$ cat config.mk
export PLATFORM = sky130hd
export DESIGN_NAME = adc_seq
export DESIGN_NICKNAME = d
export VERILOG_FILES = /design/src/rtl/adc_seq_pkg.sv /design/src/rtl/adc_chan_pick.sv /design/src/rtl/adc_stub.sv /design/src/rtl/adc_seq_fsm.sv /design/src/rtl/adc_seq.sv
export SDC_FILE = /design/constraint.sdc
export NUM_CORES = 1
export LEC_CHECK = 0
export ABC_CLOCK_PERIOD_IN_PS = 2890
export BUFFER_PORTS_ARGS = -buffer_cell sky130_fd_sc_hd__buf_2
export CAP_MARGIN = 20
export CORE_MARGIN = 2
export CORE_UTILIZATION = 48
export CTS_CLUSTER_DIAMETER = 40
export DETAILED_ROUTE_END_ITERATION = 12
export GPL_ROUTABILITY_DRIVEN = 0
export PLACE_DENSITY = 0.82
export SYNTH_ARGS = -nofsm -noshare
export SYNTH_HDL_FRONTEND = slang
export SYNTH_HIERARCHICAL = 1
export SYNTH_SLANG_ARGS = --single-unit
$ cat constraint.sdc
create_clock -name clk -period 2.89 [get_ports clk]
set_input_delay 0.4335 -clock clk [delete_from_list [all_inputs] [get_ports clk]]
set_output_delay 0.4335 -clock clk [all_outputs]
set_load 0.02 [all_outputs]
$ cat src/rtl/adc_seq_pkg.sv
// Shared definitions for the ADC conversion sequencer.
// Assumes a 16-bit control word and a 16-bit data word.
package adc_seq_pkg;
    localparam int EN_BIT    = 0;
    localparam int START_BIT = 1;
    localparam int SYNC_BIT  = 2;
    localparam int MASK_LSB  = 8;
    localparam int VALID_BIT = 15;

    typedef enum logic [2:0] {
        ST_OFF,
        ST_SETTLE,
        ST_READY,
        ST_ARMED,
        ST_SELECT,
        ST_CONVERT
    } seq_state_t;
endpackage

$ cat src/rtl/adc_chan_pick.sv
// Picks the lowest set bit of a channel mask and returns its index.
// Assumes NCH >= 2; any_set is low for an empty mask.
module adc_chan_pick #(
    parameter int NCH = 8,
    localparam int IW = $clog2(NCH)
) (
    input  logic [NCH-1:0] mask,
    output logic [IW-1:0]  idx,
    output logic           any_set
);
    // Priority scan from the top down so the lowest set bit wins.
    always_comb begin
        idx     = '0;
        any_set = |mask;
        for (int k = NCH - 1; k >= 0; k--) begin
            if (mask[k]) idx = IW'(k);
        end
    end
endmodule

$ cat src/rtl/adc_stub.sv
// Behavioural converter model: captures the selected channel level on sample.
// Assumes levels are static during a conversion; empty selection gives zero.
module adc_stub #(
    parameter int NCH   = 8,
    parameter int RES_W = 10,
    localparam int IW = $clog2(NCH)
) (
    input  logic                 clk,
    input  logic                 rst_n,
    input  logic                 sample,
    input  logic [IW-1:0]        idx,
    input  logic                 any_set,
    input  logic [NCH*RES_W-1:0] levels,
    output logic [RES_W-1:0]     code
);
    // Hold the last converted code; update only at the end of conversion.
    always_ff @(posedge clk) begin
        if (!rst_n)       code <= '0;
        else if (sample)  code <= any_set ? levels[idx*RES_W +: RES_W] : '0;
    end
endmodule

$ cat src/rtl/adc_seq_fsm.sv
// Phase sequencer: settle, optional trigger wait, input select, convert.
// Assumes bus_tick is a single-cycle enable and sync_pin is synchronous.
module adc_seq_fsm
    import adc_seq_pkg::*;
#(
    parameter int NCH          = 8,
    parameter int SETTLE_TICKS = 60,
    parameter int SEL_TICKS    = 51,
    parameter int CONV_TICKS   = 102,
    localparam int MAXT = (SETTLE_TICKS > CONV_TICKS) ?
                          ((SETTLE_TICKS > SEL_TICKS) ? SETTLE_TICKS : SEL_TICKS) :
                          ((CONV_TICKS > SEL_TICKS) ? CONV_TICKS : SEL_TICKS),
    localparam int CW = $clog2(MAXT) + 1
) (
    input  logic           clk,
    input  logic           rst_n,
    input  logic           bus_tick,
    input  logic           ctrl_we,
    input  logic [15:0]    ctrl_wdata,
    input  logic           sync_pin,
    output logic [NCH-1:0] mask_q,
    output logic           sample,
    output logic           valid,
    output logic           done
);
    seq_state_t    state;
    logic [CW-1:0] cnt;
    logic          pend;
    logic          sync_q;

    logic wr_en, wr_start, wr_sync, take_write;
    assign wr_en    = ctrl_wdata[EN_BIT];
    assign wr_start = ctrl_wdata[START_BIT];
    assign wr_sync  = ctrl_wdata[SYNC_BIT];

    // A write overrides the phase logic when it disables, starts, or powers up.
    assign take_write = ctrl_we && (!wr_en || wr_start || state == ST_OFF);

    // End of conversion: last tick of the convert phase with no overriding write.
    assign sample = !take_write && state == ST_CONVERT && bus_tick &&
                    cnt == CW'(CONV_TICKS - 1);

    // Main sequencer: register writes first, then phase timing.
    always_ff @(posedge clk) begin
        if (!rst_n) begin
            state  <= ST_OFF;
            cnt    <= '0;
            pend   <= 1'b0;
            sync_q <= 1'b0;
            mask_q <= '0;
            valid  <= 1'b0;
            done   <= 1'b0;
        end else begin
            done <= 1'b0;
            if (take_write) begin
                cnt <= '0;
                if (!wr_en) begin
                    state <= ST_OFF;
                    pend  <= 1'b0;
                    valid <= 1'b0;
                end else begin
                    if (wr_start) begin
                        mask_q <= ctrl_wdata[MASK_LSB +: NCH];
                        sync_q <= wr_sync;
                        valid  <= 1'b0;
                    end
                    if (state == ST_OFF) begin
                        state <= ST_SETTLE;
                        pend  <= wr_start;
                    end else if (state == ST_SETTLE) begin
                        cnt  <= cnt;
                        pend <= 1'b1;
                    end else begin
                        state <= wr_sync ? ST_ARMED : ST_SELECT;
                    end
                end
            end else begin
                case (state)
                    ST_SETTLE: if (bus_tick) begin
                        if (cnt == CW'(SETTLE_TICKS - 1)) begin
                            cnt  <= '0;
                            pend <= 1'b0;
                            if (pend) state <= sync_q ? ST_ARMED : ST_SELECT;
                            else      state <= ST_READY;
                        end else begin
                            cnt <= cnt + 1'b1;
                        end
                    end
                    ST_ARMED: if (sync_pin) begin
                        state <= ST_SELECT;
                        cnt   <= '0;
                    end
                    ST_SELECT: if (bus_tick) begin
                        if (cnt == CW'(SEL_TICKS - 1)) begin
                            cnt   <= '0;
                            state <= ST_CONVERT;
                        end else begin
                            cnt <= cnt + 1'b1;
                        end
                    end
                    ST_CONVERT: if (bus_tick) begin
                        if (sample) begin
                            cnt   <= '0;
                            state <= ST_READY;
                            valid <= 1'b1;
                            done  <= 1'b1;
                        end else begin
                            cnt <= cnt + 1'b1;
                        end
                    end
                    default: ;
                endcase
            end
        end
    end


    done_one_cycle_chk: assert property (@(posedge clk) disable iff (!rst_n)
        done |=> !done);

    done_with_valid_chk: assert property (@(posedge clk) disable iff (!rst_n)
        done |-> valid);

    start_clears_valid_chk: assert property (@(posedge clk) disable iff (!rst_n)
        (ctrl_we && ctrl_wdata[START_BIT]) |=> !valid);

    off_not_valid_chk: assert property (@(posedge clk) disable iff (!rst_n)
        (state == ST_OFF) |-> (!valid && !done));

    armed_hold_chk: assert property (@(posedge clk) disable iff (!rst_n)
        (state == ST_ARMED && !sync_pin && !ctrl_we) |=> state == ST_ARMED);

    no_tick_stall_chk: assert property (@(posedge clk) disable iff (!rst_n)
        (!bus_tick && !ctrl_we && state != ST_ARMED) |=> $stable(cnt));
endmodule

$ cat src/rtl/adc_seq.sv
// Top of the ADC conversion sequencer: control decode, channel pick,
// converter stub and data word assembly. Assumes NCH <= 8, RES_W <= 15.
module adc_seq #(
    parameter int NCH          = 8,
    parameter int RES_W        = 10,
    parameter int SETTLE_TICKS = 60,
    parameter int SEL_TICKS    = 51,
    parameter int CONV_TICKS   = 102
) (
    input  logic                 clk,
    input  logic                 rst_n,
    input  logic                 bus_tick,
    input  logic                 ctrl_we,
    input  logic [15:0]          ctrl_wdata,
    input  logic                 sync_pin,
    input  logic [NCH*RES_W-1:0] chan_levels,
    output logic [15:0]          data_reg,
    output logic                 done_pulse
);
    import adc_seq_pkg::*;
    localparam int IW = $clog2(NCH);

    logic [NCH-1:0]   mask_q;
    logic [IW-1:0]    idx;
    logic             any_set;
    logic             sample;
    logic             valid;
    logic [RES_W-1:0] code;

    adc_seq_fsm #(
        .NCH(NCH), .SETTLE_TICKS(SETTLE_TICKS),
        .SEL_TICKS(SEL_TICKS), .CONV_TICKS(CONV_TICKS)
    ) u_fsm (
        .clk(clk), .rst_n(rst_n), .bus_tick(bus_tick),
        .ctrl_we(ctrl_we), .ctrl_wdata(ctrl_wdata), .sync_pin(sync_pin),
        .mask_q(mask_q), .sample(sample), .valid(valid), .done(done_pulse)
    );

    adc_chan_pick #(.NCH(NCH)) u_pick (
        .mask(mask_q), .idx(idx), .any_set(any_set)
    );

    adc_stub #(.NCH(NCH), .RES_W(RES_W)) u_stub (
        .clk(clk), .rst_n(rst_n), .sample(sample), .idx(idx),
        .any_set(any_set), .levels(chan_levels), .code(code)
    );

    // Data word: valid flag on top, result in the low bits, rest zero.
    always_comb begin
        data_reg            = '0;
        data_reg[RES_W-1:0] = code;
        data_reg[VALID_BIT] = valid;
    end


    data_layout_chk: assert property (@(posedge clk) disable iff (!rst_n)
        data_reg[14:RES_W] == '0);
endmodule

==> metrics.md, run 1 <==
| Metric | Value |
|---|---|
| Status | `finished clean` |
| Antenna violations before repair | `0` |
| Clk pwr share | `31.8%` |
| Placed Area | `0.003110 mm²` |
| Global-route wire length before repair | `11590 µm` |
| Clock tree sinks | `33` |
| RSZ-0062 raised after global routing | `no` |
| Synth area leaders | `dfxtp_1 26%, mux2i_1 8.6%, nand2_1 6.6%` |
| Worst setup path startpoint | `u_fsm/mask_q[4]` |
| Sequential area share after synthesis | `25.72%` |
| DP HPWL | `5155 µm` |
| Postcts setup bufs | `0` |
| Most frequent cell after synthesis | `nand2_1` |
| Slew margin rel. | `52.54%` |
| Hold depth | `3` |
| Clk buf depth | `2` |
| Wire per inst | `14.50 µm` |
| # IOs | `118` |
| Diode count | `0` |
| Crit path max fanout | `12` |
| Clk_skew | `0.007512 ns` |
| Chip height | `77.16 µm` |
| Non-Filler Instances | `469` |
| Cell count after placement | `461` |
| CTS resizes | `0` |
| Slowest stage delay, CP | `0.66 ns` |
| Asr flop ratio synth | `0%` |
| 1st-iter DRT viols | `125` |
| Clk slew on worst S/H paths | `0.07 ns` |
| Vias per inst | `5.497` |
| Power Total | `1.220 mW` |
| Pwr dens | `380.0 mW/mm²` |
| Filler Cell Count | `450` |
| Netlist cell types | `65` |
| Routed Wire Length | `6799 µm` |
| Vias | `2578` |
| Die W | `77.16 µm` |
| FF-to-FF setup slack | `0.66 ns` |
| Rows | `26` |
| Setup TNS | `0 ns` |
| CTS Buf Count | `5` |
| Reg2reg start | `u_fsm/mask_q[4]` |
| Root Driver | `clkbuf_8` |
| Cts hold-fix bufs | `0` |
| Worst hold path type | `in -> reg` |
| Die ar. | `0.005953 mm²` |
| TritonCTS clock tree | `done` |
| Slew Limit Fails | `0` |
| Critical Path AT | `2.41 ns` |
| Final min period | `2.235 ns` |
| Max Cap Viol | `0` |
| All-Layer GR Usage | `23.72%` |
| DRT Pass-1 Iters | `4` |
| Post-synth top flop | `dfxtp_1` |
| Grt total ovfl | `0` |
| HP Start | `ctrl_wdata[15]` |
| Worst setup path class | `reg -> reg` |
| Crit-path cells | `nor4_2 > and3b_1 > nor2b_1 > a22oi_1 > nand2_1 > a21oi_1` |
| Mean Syn Cell Area | `8.649 µm²` |
| Synth top area share | `25.72%` |
| Syn Inst Count | `297` |
| Share of layout cells above drive strength 1 | `34.84%` |
| Synth warn | `6` |
| Cell Area, Synth | `0.002569 mm²` |
| # setup viols final | `0` |
| FF-to-FF End | `u_stub/code[3]` |
| Largest net degree at the start of global routing | `33` |
| Flops & latches, synth | `33` |
| Drt drc | `0` |
| Hold Slack | `0.3875 ns` |
| Slowest CP cell | `nor2b_1` |
| Worst setup EP type | `register` |
| Starting Density | `49.98%` |
| Port bufs | `107` |
| Kind of start point of the critical path | `register` |
| Hold endpoint | `u_fsm/mask_q[7]` |
| Period utilization | `77.33%` |
| H-tree depth | `2` |
| Worst-skew pair later-pin latency | `0.29 ns` |
| Switching power | `0.3615 mW` |
| R2r worst-path depth | `6` |
| Internal | `0.8589 mW` |
| Synth top cells by count | `45 x nand2_1, 33 x dfxtp_1, 22 x mux2i_1` |
| Largest area contributor in the netlist | `dfxtp_1` |
| VDD IR max | `0.3295 mV` |
| Comb power frac | `28.8%` |
| Sw frac | `29.62%` |
| Final hold vios | `0` |
| Leakage | `1.365 nW` |
| Vias in the first global route | `2573` |
| DRT antenna net count | `0` |
| Core Area | `0.005140 mm²` |
| Final instance area | `0.003212 mm²` |
| Post-layout net count | `502` |
| EDFF count, synth | `0` |
| Critical Path RT | `3.07 ns` |
| Layout area overhead | `25.04%` |
| Part of the power in registers | `39.4%` |
| Measured slew at the worst slew-check pin | `0.7105 ns` |
| Max Clk Rate | `447.5 MHz` |
==> flip-flops by register name, indices dropped and copies added (netlist names) <==
register,flops
u_stub/code,10
u_fsm/cnt,8
u_fsm/mask_q,8
u_fsm/state,3
u_fsm/done,1
u_fsm/pend,1
u_fsm/sync_q,1
u_fsm/valid,1
==> critical path: cells and delay by family, from the launching register on <==
kind / cells / cell delay, ns
compound gates: 2 / 0.26
flops: 1 / 0.42
simple gates: 4 / 1.44
==> area by class of cell <==
| class | count | area (µm²) | share of cell area (%) |
|---|---|---|---|
| inverters | 9 | 33.78 | 1.052 |
| flip-flops and latches | 33 | 660.6 | 20.57 |
| multi-input cells | 237 | 1743 | 54.27 |
| repair buffers | 112 | 585.6 | 18.23 |
| clock buffers | 7 | 96.34 | 3.000 |
| clock inverters | 1 | 5.005 | 0.1558 |
| well taps | 70 | 87.58 | 2.727 |
==> how the worst max path moves through the flow <==
stage                                end  cells after the start  slack, ns
after floorplan           u_stub/code[0]                      5       0.84
after global placement    u_stub/code[3]                      6       0.78
after detailed placement  u_stub/code[3]                      6       0.71
after CTS                 u_stub/code[3]                      6       0.69
after global routing      u_stub/code[3]                      6       0.47
final                     u_stub/code[3]                      6       0.66
==> logic make-up (layout without fill, tap and decap cells) <==
| logic type | count (synthesis) | after routing | synth area share (%) |
|---|---|---|---|
| buf+inv | 31 | 129 | 7.549 |
| other cells | 1 | 5 | 0.1460 |
| xor+xnor | 3 | 3 | 1.023 |
| simple gates | 115 | 115 | 23.72 |
| fa+ha+maj | 3 | 3 | 1.461 |
| flops | 33 | 33 | 25.72 |
| compound gates | 79 | 79 | 22.16 |
| mux | 32 | 32 | 18.22 |
==> placed cells by master, fill, tap and decap left out, types with 4 or more instances in the layout <==
cell type / n
a21boi_0: 10
a21oi_1: 16
a22oi_1: 10
and2_1: 5
and3b_1: 4
buf_2: 107
buf_4: 4
clkbuf_8: 7
conb_1: 5
dfxtp_1: 33
inv_1: 9
mux2i_1: 22
mux4_1: 6
mux4_2: 4
nand2_1: 45
nand2b_1: 11
nand3_1: 8
nor2_1: 11
nor2b_1: 6
nor3_1: 5
o21ai_0: 9
o21ai_1: 5
==> per-layer routing <==
metal  global-route usage (%)  wire length [µm]  vias up
met3                    4.471               409       16
met4                    11.07               170        0
met5                        0                 0        -
met2                    39.83              3372      104
li1                         -                 -     1286
met1                    29.23              2846     1172
==> metrics by stage <==
| step | utilization (%) | setup slack (ns) |
|---|---|---|
| after floorplan | - | 0.8370 |
| after global placement | 60.52 | 0.7786 |
| after detailed placement | 60.52 | 0.7083 |
| after CTS | 62.49 | 0.6904 |
| after global routing | 62.49 | 0.4703 |
| final | 62.49 | 0.6553 |
==> power groups by stage <==
stage	clock, mW	sequential [mW]	combinational [mW]
after floorplan	0	0.483	0.262
after global placement	0	0.490	0.340
after detailed placement	0	0.491	0.348
after CTS	0.397	0.481	0.350
after global routing	0.420	0.483	0.386
final	0.388	0.481	0.351
(Power assumes the default switching activity.)
==> run 2: changes to the inputs <==
--- a/config.mk
+++ b/config.mk
@@ -5,15 +5,15 @@
 export SDC_FILE = /design/constraint.sdc
 export NUM_CORES = 1
 export LEC_CHECK = 0
-export ABC_CLOCK_PERIOD_IN_PS = 2890
+export ABC_CLOCK_PERIOD_IN_PS = 1870
 export BUFFER_PORTS_ARGS = -buffer_cell sky130_fd_sc_hd__buf_2
 export CAP_MARGIN = 20
 export CORE_MARGIN = 2
-export CORE_UTILIZATION = 48
+export CORE_UTILIZATION = 43
 export CTS_CLUSTER_DIAMETER = 40
 export DETAILED_ROUTE_END_ITERATION = 12
 export GPL_ROUTABILITY_DRIVEN = 0
-export PLACE_DENSITY = 0.82
+export PLACE_DENSITY = 0.77
 export SYNTH_ARGS = -nofsm -noshare
 export SYNTH_HDL_FRONTEND = slang
 export SYNTH_HIERARCHICAL = 1
==> constraint.sdc (replaced) <==
create_clock -name clk -period 1.87 [get_ports clk]
set_input_delay 0.2805 -clock clk [delete_from_list [all_inputs] [get_ports clk]]
set_output_delay 0.2805 -clock clk [all_outputs]
set_load 0.02 [all_outputs]
==> run 2 against run 1 <==
Compared with the run above: the flow now finishes with violations (setup timing); utilization hardly changed; power is 62% higher; critical path depth shrank 1; via count is 7.6% higher; hold slack got worse by 0.15 ns; die area increased by 11%.
==> metrics.md, run 2 (synthesized netlist as in run 1, its figures left out) <==
| Metric | Value |
|---|---|
| Chip height | `81.29 µm (+5.4%)` |
| Slew Limit Fails | `0 (unchanged)` |
| FF-to-FF setup slack | `-0.01 ns (-0.67 ns)` |
| Kind of start point of the critical path | `register` |
| Critical Path RT | `2.04 ns (-1.03 ns)` |
| Die W | `81.29 µm (+5.4%)` |
| Clk buf depth | `2 (unchanged)` |
| DP HPWL | `5829 µm (+13%)` |
| Pwr dens | `540.7 mW/mm² (+42%)` |
| R2r worst-path depth | `5 (-1)` |
| FF-to-FF End | `u_stub/code[0]` |
| 1st-iter DRT viols | `88 (-30%)` |
| Status | `complete, but fails checks` |
| # IOs | `118 (unchanged)` |
| Setup slack after layout | `-0.01007 ns (-0.6653 ns)` |
| WP depth | `5 (-1)` |
| Final Util | `62.47% (about the same)` |
| Crit path max-delay family | `compound AO/OA/AOI/OAI gates` |
| Failing checks | `setup timing` |
| Worst setup path startpoint | `u_fsm/mask_q[4]` |
| Cell count after placement | `501 (+8.7%)` |
| Non-Filler Instances | `516 (+10%)` |
| Power Total | `1.976 mW (+62%)` |
| Largest Register | `u_stub/code` |
| Core Area | `0.005851 mm² (+14%)` |
| CP Buf/Inv Count | `1 (+1)` |
| H-tree depth | `2 (unchanged)` |
| Rows | `28 (+7.7%)` |
| Vias in the first global route | `2573 (unchanged)` |
| DRT antenna net count | `0 (unchanged)` |
| Vias | `2773 (+7.6%)` |
| Post-layout net count | `545 (+8.6%)` |
| Setup TNS | `-0.01572 ns (-0.01572 ns)` |
| Global-route wire length before repair | `11160 µm (-3.7%)` |
| Leakage | `1.597 nW (+17%)` |
| Final min period | `1.880 ns (-0.3547 ns)` |
| Clk_skew | `0.006550 ns (-0.0009619 ns)` |
| TritonCTS clock tree | `done` |
| DRT Pass-1 Iters | `4 (unchanged)` |
| Routed Wire Length | `7735 µm (+14%)` |
| Clk slew on worst S/H paths | `0.07 ns (about the same)` |
| Diode count | `0 (unchanged)` |
| Port bufs | `107 (unchanged)` |
| Starting Density | `43.91% (-6.1 points)` |
| Largest regs | `u_stub/code (10), u_fsm/cnt (8), u_fsm/mask_q (8)` |
| Grt total ovfl | `0 (unchanged)` |
| Clock tree sinks | `33 (unchanged)` |
| Most frequent cells in the layout | `107 x buf_2, 45 x nand2_1, 44 x buf_4, 27 x dfxtp_1, 22 x mux2i_1` |
| VDD IR max | `0.3356 mV (+1.9%)` |
| Slowest CP cell | `mux4_1` |
| CP endpoint | `u_stub/code[0]` |
| Vias per inst | `5.374 (-2.2%)` |
| All-Layer GR Usage | `21.62% (-2.1 points)` |
| Max Clk Rate | `531.9 MHz (+19%)` |
| Antenna violations before repair | `0 (unchanged)` |
| Commonest non-fill, non-tap cell in the layout | `buf_2` |
| Worst hold path type | `in -> reg` |
| Layout area overhead | `42.28%` |
| Root Driver | `clkbuf_8` |
| Wire per inst | `14.99 µm (+3.4%)` |
| RSZ-0062 raised after global routing | `yes` |
| Max Cap Viol | `0 (unchanged)` |
| Slowest stage delay, CP | `0.57 ns (-0.09 ns)` |
| # setup viols final | `2 (+2)` |
| Final hold vios | `0 (unchanged)` |
| Max reg flops | `10 (unchanged)` |
| Drt drc | `0 (unchanged)` |
| CTS Buf Count | `5 (unchanged)` |
| Filler Cell Count | `499 (+11%)` |
| Critical Path AT | `2.05 ns (-0.36 ns)` |
| Share of layout cells above drive strength 1 | `45.58% (+11 points)` |
| Period utilization | `100.5% (+23 points)` |
| Worst setup EP type | `register` |
| Worst setup path class | `reg -> reg` |
| Worst-skew pair later-pin latency | `0.28 ns (about the same)` |
| Crit path max fanout | `13 (+1)` |
| Reg2reg start | `u_fsm/mask_q[4]` |
| Die ar. | `0.006608 mm² (+11%)` |
| Largest net degree at the start of global routing | `27 (-18%)` |
| Cts hold-fix bufs | `0 (unchanged)` |
| Crit-path cells | `o41ai_4 > buf_12 > mux4_1 > o21ai_1 > a21oi_1` |
-- run 2: cell types whose count changed in the layout (fill, tap and decap cells not counted), moves of 4 or more --
cell / delta
dfxtp_2: +4
buf_4: +40
o21ai_1: +4
o21ai_0: -5
dfxtp_1: -6
-- run 2: worst min-delay path by stage --
stage	startpoint	end	slack, ns	cells past startpoint
2_1_floorplan	rst_n	u_stub/code[1]	0.42	2
3_3_place_gp	u_fsm/mask_q[1]	u_fsm/mask_q[1]	0.47	2
3_5_place_dp	u_fsm/mask_q[3]	u_fsm/mask_q[3]	0.48	2
4_1_cts	ctrl_wdata[15]	u_fsm/mask_q[7]	0.23	3
5_1_grt	ctrl_wdata[8]	u_fsm/mask_q[0]	0.27	3
6_report	ctrl_wdata[15]	u_fsm/mask_q[7]	0.23	3
-- run 2: final cells by class --
type	instances	area [µm²]	share of cell area [%]
multi-input combinational	237	1839	50.33
tap	75	93.84	2.568
timing repair buffer	155	928.4	25.40
clock buffer	7	86.33	2.362
sequential	33	673.1	18.42
inverter	9	33.78	0.9243
-- run 2: worst min-delay path: stages --
cell      delay [ns]
buf_2           0.09
nand2_1         0.04
a21boi_0        0.06
-- run 2: repair_timing --
action | CTS | global route
cloned | 0 | 2
pin swaps | 2 | 5
endpoints found under the setup margin | 13 | 17
gates resized for setup | 9 | 32
buffers inserted | 3 | 3
-- run 2: metrics by stage --
stage	area [µm²]	worst slack [ns]	hold slack [ns]
2_1_floorplan	2603	0.04997	0.4189
3_3_place_gp	3403	-0.007030	0.4695
3_5_place_dp	3403	-0.05802	0.4760
4_1_cts	3528	0.006502	0.2297
5_1_grt	3655	-0.06815	0.2678
6_report	3655	-0.01007	0.2343
-- run 2: power breakdown --
group / internal, mW / switching (mW)
Combinational: 0.375 / 0.317
Sequential: 0.721 / 0.0203
Clock: 0.292 / 0.250
Total: 1.39 / 0.588
-- run 2: metal layers --
layer  vias up  routed length [µm]  track usage [%]
met4         0                 155            7.627
met5         -                   0                0
met3        15                 505            3.111
met1      1291                3087            23.12
li1       1361                   -                -
met2       106                3985            42.38
==> run 3: changes to the inputs <==
--- a/config.mk
+++ b/config.mk
@@ -5,15 +5,15 @@
 export SDC_FILE = /design/constraint.sdc
 export NUM_CORES = 1
 export LEC_CHECK = 0
-export ABC_CLOCK_PERIOD_IN_PS = 1870
+export ABC_CLOCK_PERIOD_IN_PS = 1800
 export BUFFER_PORTS_ARGS = -buffer_cell sky130_fd_sc_hd__buf_2
 export CAP_MARGIN = 20
 export CORE_MARGIN = 2
-export CORE_UTILIZATION = 43
+export CORE_UTILIZATION = 48
 export CTS_CLUSTER_DIAMETER = 40
 export DETAILED_ROUTE_END_ITERATION = 12
 export GPL_ROUTABILITY_DRIVEN = 0
-export PLACE_DENSITY = 0.77
+export PLACE_DENSITY = 0.82
 export SYNTH_ARGS = -nofsm -noshare
 export SYNTH_HDL_FRONTEND = slang
 export SYNTH_HIERARCHICAL = 1
==> constraint.sdc (replaced) <==
create_clock -name clk -period 1.8 [get_ports clk]
set_input_delay 0.27 -clock clk [delete_from_list [all_inputs] [get_ports clk]]
set_output_delay 0.27 -clock clk [all_outputs]
set_load 0.02 [all_outputs]
==> run 3 against run 2 <==
Compared with the run above: the flow still finishes with violations (setup timing); die area down 9.9%; combinational power grew 11%; non-clock buffer count increased by 2; sequential share of layout area decreased by 0.30 points; critical path depth up 1; routed wire length rose by 4.7%; register-to-register slack got worse by 0.06 ns; power rose by 5.5%; final cell count decreased by 0.19%; utilization increased by 10 points; critical endpoint is now u_stub/code[4]; largest power group unchanged.
==> metrics.md, run 3 (synthesized netlist as in run 1, its figures left out) <==
| Metric | Value |
|---|---|
| DP HPWL | `5788 µm (-0.72%)` |
| Global-route wire length before repair | `12590 µm (+13%)` |
| Cell count after placement | `499 (-0.40%)` |
| FF-to-FF End | `u_stub/code[4]` |
| R2r worst-path depth | `6 (+1)` |
| Hold depth | `3 (unchanged)` |
| 1st-iter DRT viols | `264 (+200%)` |
| Most frequent cells in the layout | `107 x buf_2, 45 x nand2_1, 39 x buf_4, 26 x dfxtp_1, 22 x mux2i_1` |
| Slew Limit Fails | `0 (unchanged)` |
| Max reg flops | `10 (unchanged)` |
| Final hold vios | `0 (unchanged)` |
| Wire per inst | `15.73 µm (+4.9%)` |
| Starting Density | `49.98% (+6.1 points)` |
| Period utilization | `103.8% (+3.3 points)` |
| Clk_skew | `0.003806 ns (-0.002744 ns)` |
| Chip height | `77.16 µm (-5.1%)` |
| Status | `complete, but fails checks` |
| Cts hold-fix bufs | `0 (unchanged)` |
| # IOs | `118 (unchanged)` |
| Share of layout cells above drive strength 1 | `49.66% (+4.1 points)` |
| Commonest non-fill, non-tap cell in the layout | `buf_2` |
| Switching power | `0.6618 mW (+13%)` |
| Largest regs | `u_stub/code (10), u_fsm/cnt (8), u_fsm/mask_q (8)` |
| Worst-skew pair later-pin latency | `0.29 ns (about the same)` |
| Routed Wire Length | `8102 µm (+4.7%)` |
| VDD IR max | `0.5532 mV (+65%)` |
| FF-to-FF setup slack | `-0.07 ns (-0.06 ns)` |
| Diode count | `0 (unchanged)` |
| Comb power frac | `36.7% (+1.7 points)` |
| Drt drc | `0 (unchanged)` |
| CTS Buf Count | `5 (unchanged)` |
| Clk slew on worst S/H paths | `0.07 ns (about the same)` |
| # setup viols final | `11 (+9)` |
| Worst setup path class | `reg -> reg` |
| Max Clk Rate | `535.0 MHz (+0.58%)` |
| Pwr dens | `558.0 mW/mm² (+3.2%)` |
| Critical Path AT | `2.06 ns (about the same)` |
| Largest Register | `u_stub/code` |
| Root Driver | `clkbuf_8` |
| Non-Filler Instances | `515 (-0.19%)` |
| Post-Place Setup Slack | `-0.1848 ns (-0.1268 ns)` |
| Final min period | `1.869 ns (-0.01085 ns)` |
| DRT antenna net count | `0 (unchanged)` |
| Largest net degree at the start of global routing | `26 (-3.7%)` |
| Part of the power in registers | `36.7% (-0.8 points)` |
| Filler Cell Count | `386 (-23%)` |
| Leakage | `1.610 nW (+0.77%)` |
| Hold endpoint | `u_fsm/mask_q[2]` |
| RSZ-0062 raised after global routing | `yes` |
| Sw frac | `31.74% (+2.0 points)` |
| Port bufs | `107 (unchanged)` |
| Die W | `77.16 µm (-5.1%)` |
| Failing checks | `setup timing` |
| Vias in the first global route | `2782 (+8.1%)` |
| TritonCTS clock tree | `done` |
| Clk buf depth | `2 (unchanged)` |
| Post-layout net count | `548 (+0.55%)` |
| Kind of start point of the critical path | `register` |
| Worst setup EP type | `register` |
| Rows | `26 (-7.1%)` |
| Crit path max fanout | `7 (-6)` |
| Vias per inst | `5.649 (+5.1%)` |
| Die ar. | `0.005953 mm² (-9.9%)` |
| Antenna violations before repair | `0 (unchanged)` |
| Vias | `2909 (+4.9%)` |
| Critical Path RT | `1.99 ns (-0.05 ns)` |
| Clock tree sinks | `33 (unchanged)` |
| Setup slack after layout | `-0.06922 ns (-0.05915 ns)` |
| DRT Pass-1 Iters | `5 (+1)` |
| All-Layer GR Usage | `26.27% (+4.6 points)` |
| Final Util | `72.69% (+10 points)` |
| H-tree depth | `2 (unchanged)` |
| Internal | `1.423 mW (+2.5%)` |
| Max Cap Viol | `0 (unchanged)` |
| Grt total ovfl | `0 (unchanged)` |
| Core Area | `0.005140 mm² (-12%)` |
| Layout area overhead | `45.45%` |
| HP Start | `ctrl_wdata[10]` |
| Clk pwr share | `26.6% (-0.8 points)` |
| Reg2reg start | `u_fsm/mask_q[2]` |
| Worst hold path type | `in -> reg` |
==> run 3: changes by cell type in the layout (fill, tap and decap cells not counted), sizes merged <==
cell	delta
buf	+1
o211ai	+1
clkinv	+2
==> run 3: stage by stage <==
step / instance area [µm²] / setup TNS [ns] / hold WS [ns] / total power, mW
6_report: 3736 / -0.4298 / 0.2174 / 2.085
5_1_grt: 3736 / -1.105 / 0.2246 / 2.178
4_1_cts: 3572 / -0.1982 / 0.2170 / 2.013
3_5_place_dp: 3420 / -1.896 / 0.4880 / 1.442
3_3_place_gp: 3420 / -0.9847 / 0.4715 / 1.423
2_1_floorplan: 2603 / -0.08013 / 0.4084 / 1.200
==> run 3: power groups by stage <==
stage	Sequential [mW]	Combinational, mW	Clock, mW
6_report	0.766	0.766	0.554
5_1_grt	0.767	0.821	0.590
4_1_cts	0.765	0.690	0.558
3_5_place_dp	0.779	0.663	0
3_3_place_gp	0.777	0.646	0
2_1_floorplan	0.776	0.424	0
==> run 3: how the worst max path moves through the flow <==
stage | startpoint | end | slack [ns] | cells after the start
5_1_grt | u_fsm/mask_q[2] | u_stub/code[2] | -0.13 | 6
4_1_cts | u_fsm/mask_q[4] | u_stub/code[8] | -0.06 | 5
2_1_floorplan | u_fsm/mask_q[4] | u_stub/code[0] | -0.02 | 5
3_5_place_dp | u_fsm/mask_q[6] | u_stub/code[1] | -0.18 | 7
6_report | u_fsm/mask_q[2] | u_stub/code[4] | -0.07 | 6
3_3_place_gp | u_fsm/mask_q[6] | u_stub/code[3] | -0.10 | 7
==> run 3: critical path, stage by stage (launching register included) <==
cell and delay, ns:
dfxtp_4 0.37, o41ai_4 0.33, buf_4 0.19, clkbuf_16 0.16, mux4_2 0.52, o21ai_1 0.14, a21oi_1 0.05
==> run 3: layer usage <==
layer  GRT usage (%)  wire (µm)
met5               0          0
met4           11.61        265
met3           5.412        572
met2           45.57       4050
met1           31.14       3214
==> run 3: timing repair <==
action | CTS | global route
gates cloned | 1 | 2
setup endpoints to repair | 18 | 20
resized for setup | 21 | 41
buffers inserted | 2 | 3
pin swaps | 12 | 33
==> run 3: area by class of cell <==
cell class	count	area, µm²	share of cell area (%)
flip-flops and latches	33	676.9	18.12
well taps	70	87.58	2.344
multi-input cells	238	1869	50.03
repair buffers	157	983.4	26.32
clock buffers	6	72.57	1.942
clock inverters	2	10.01	0.2679
inverters	9	36.28	0.9712
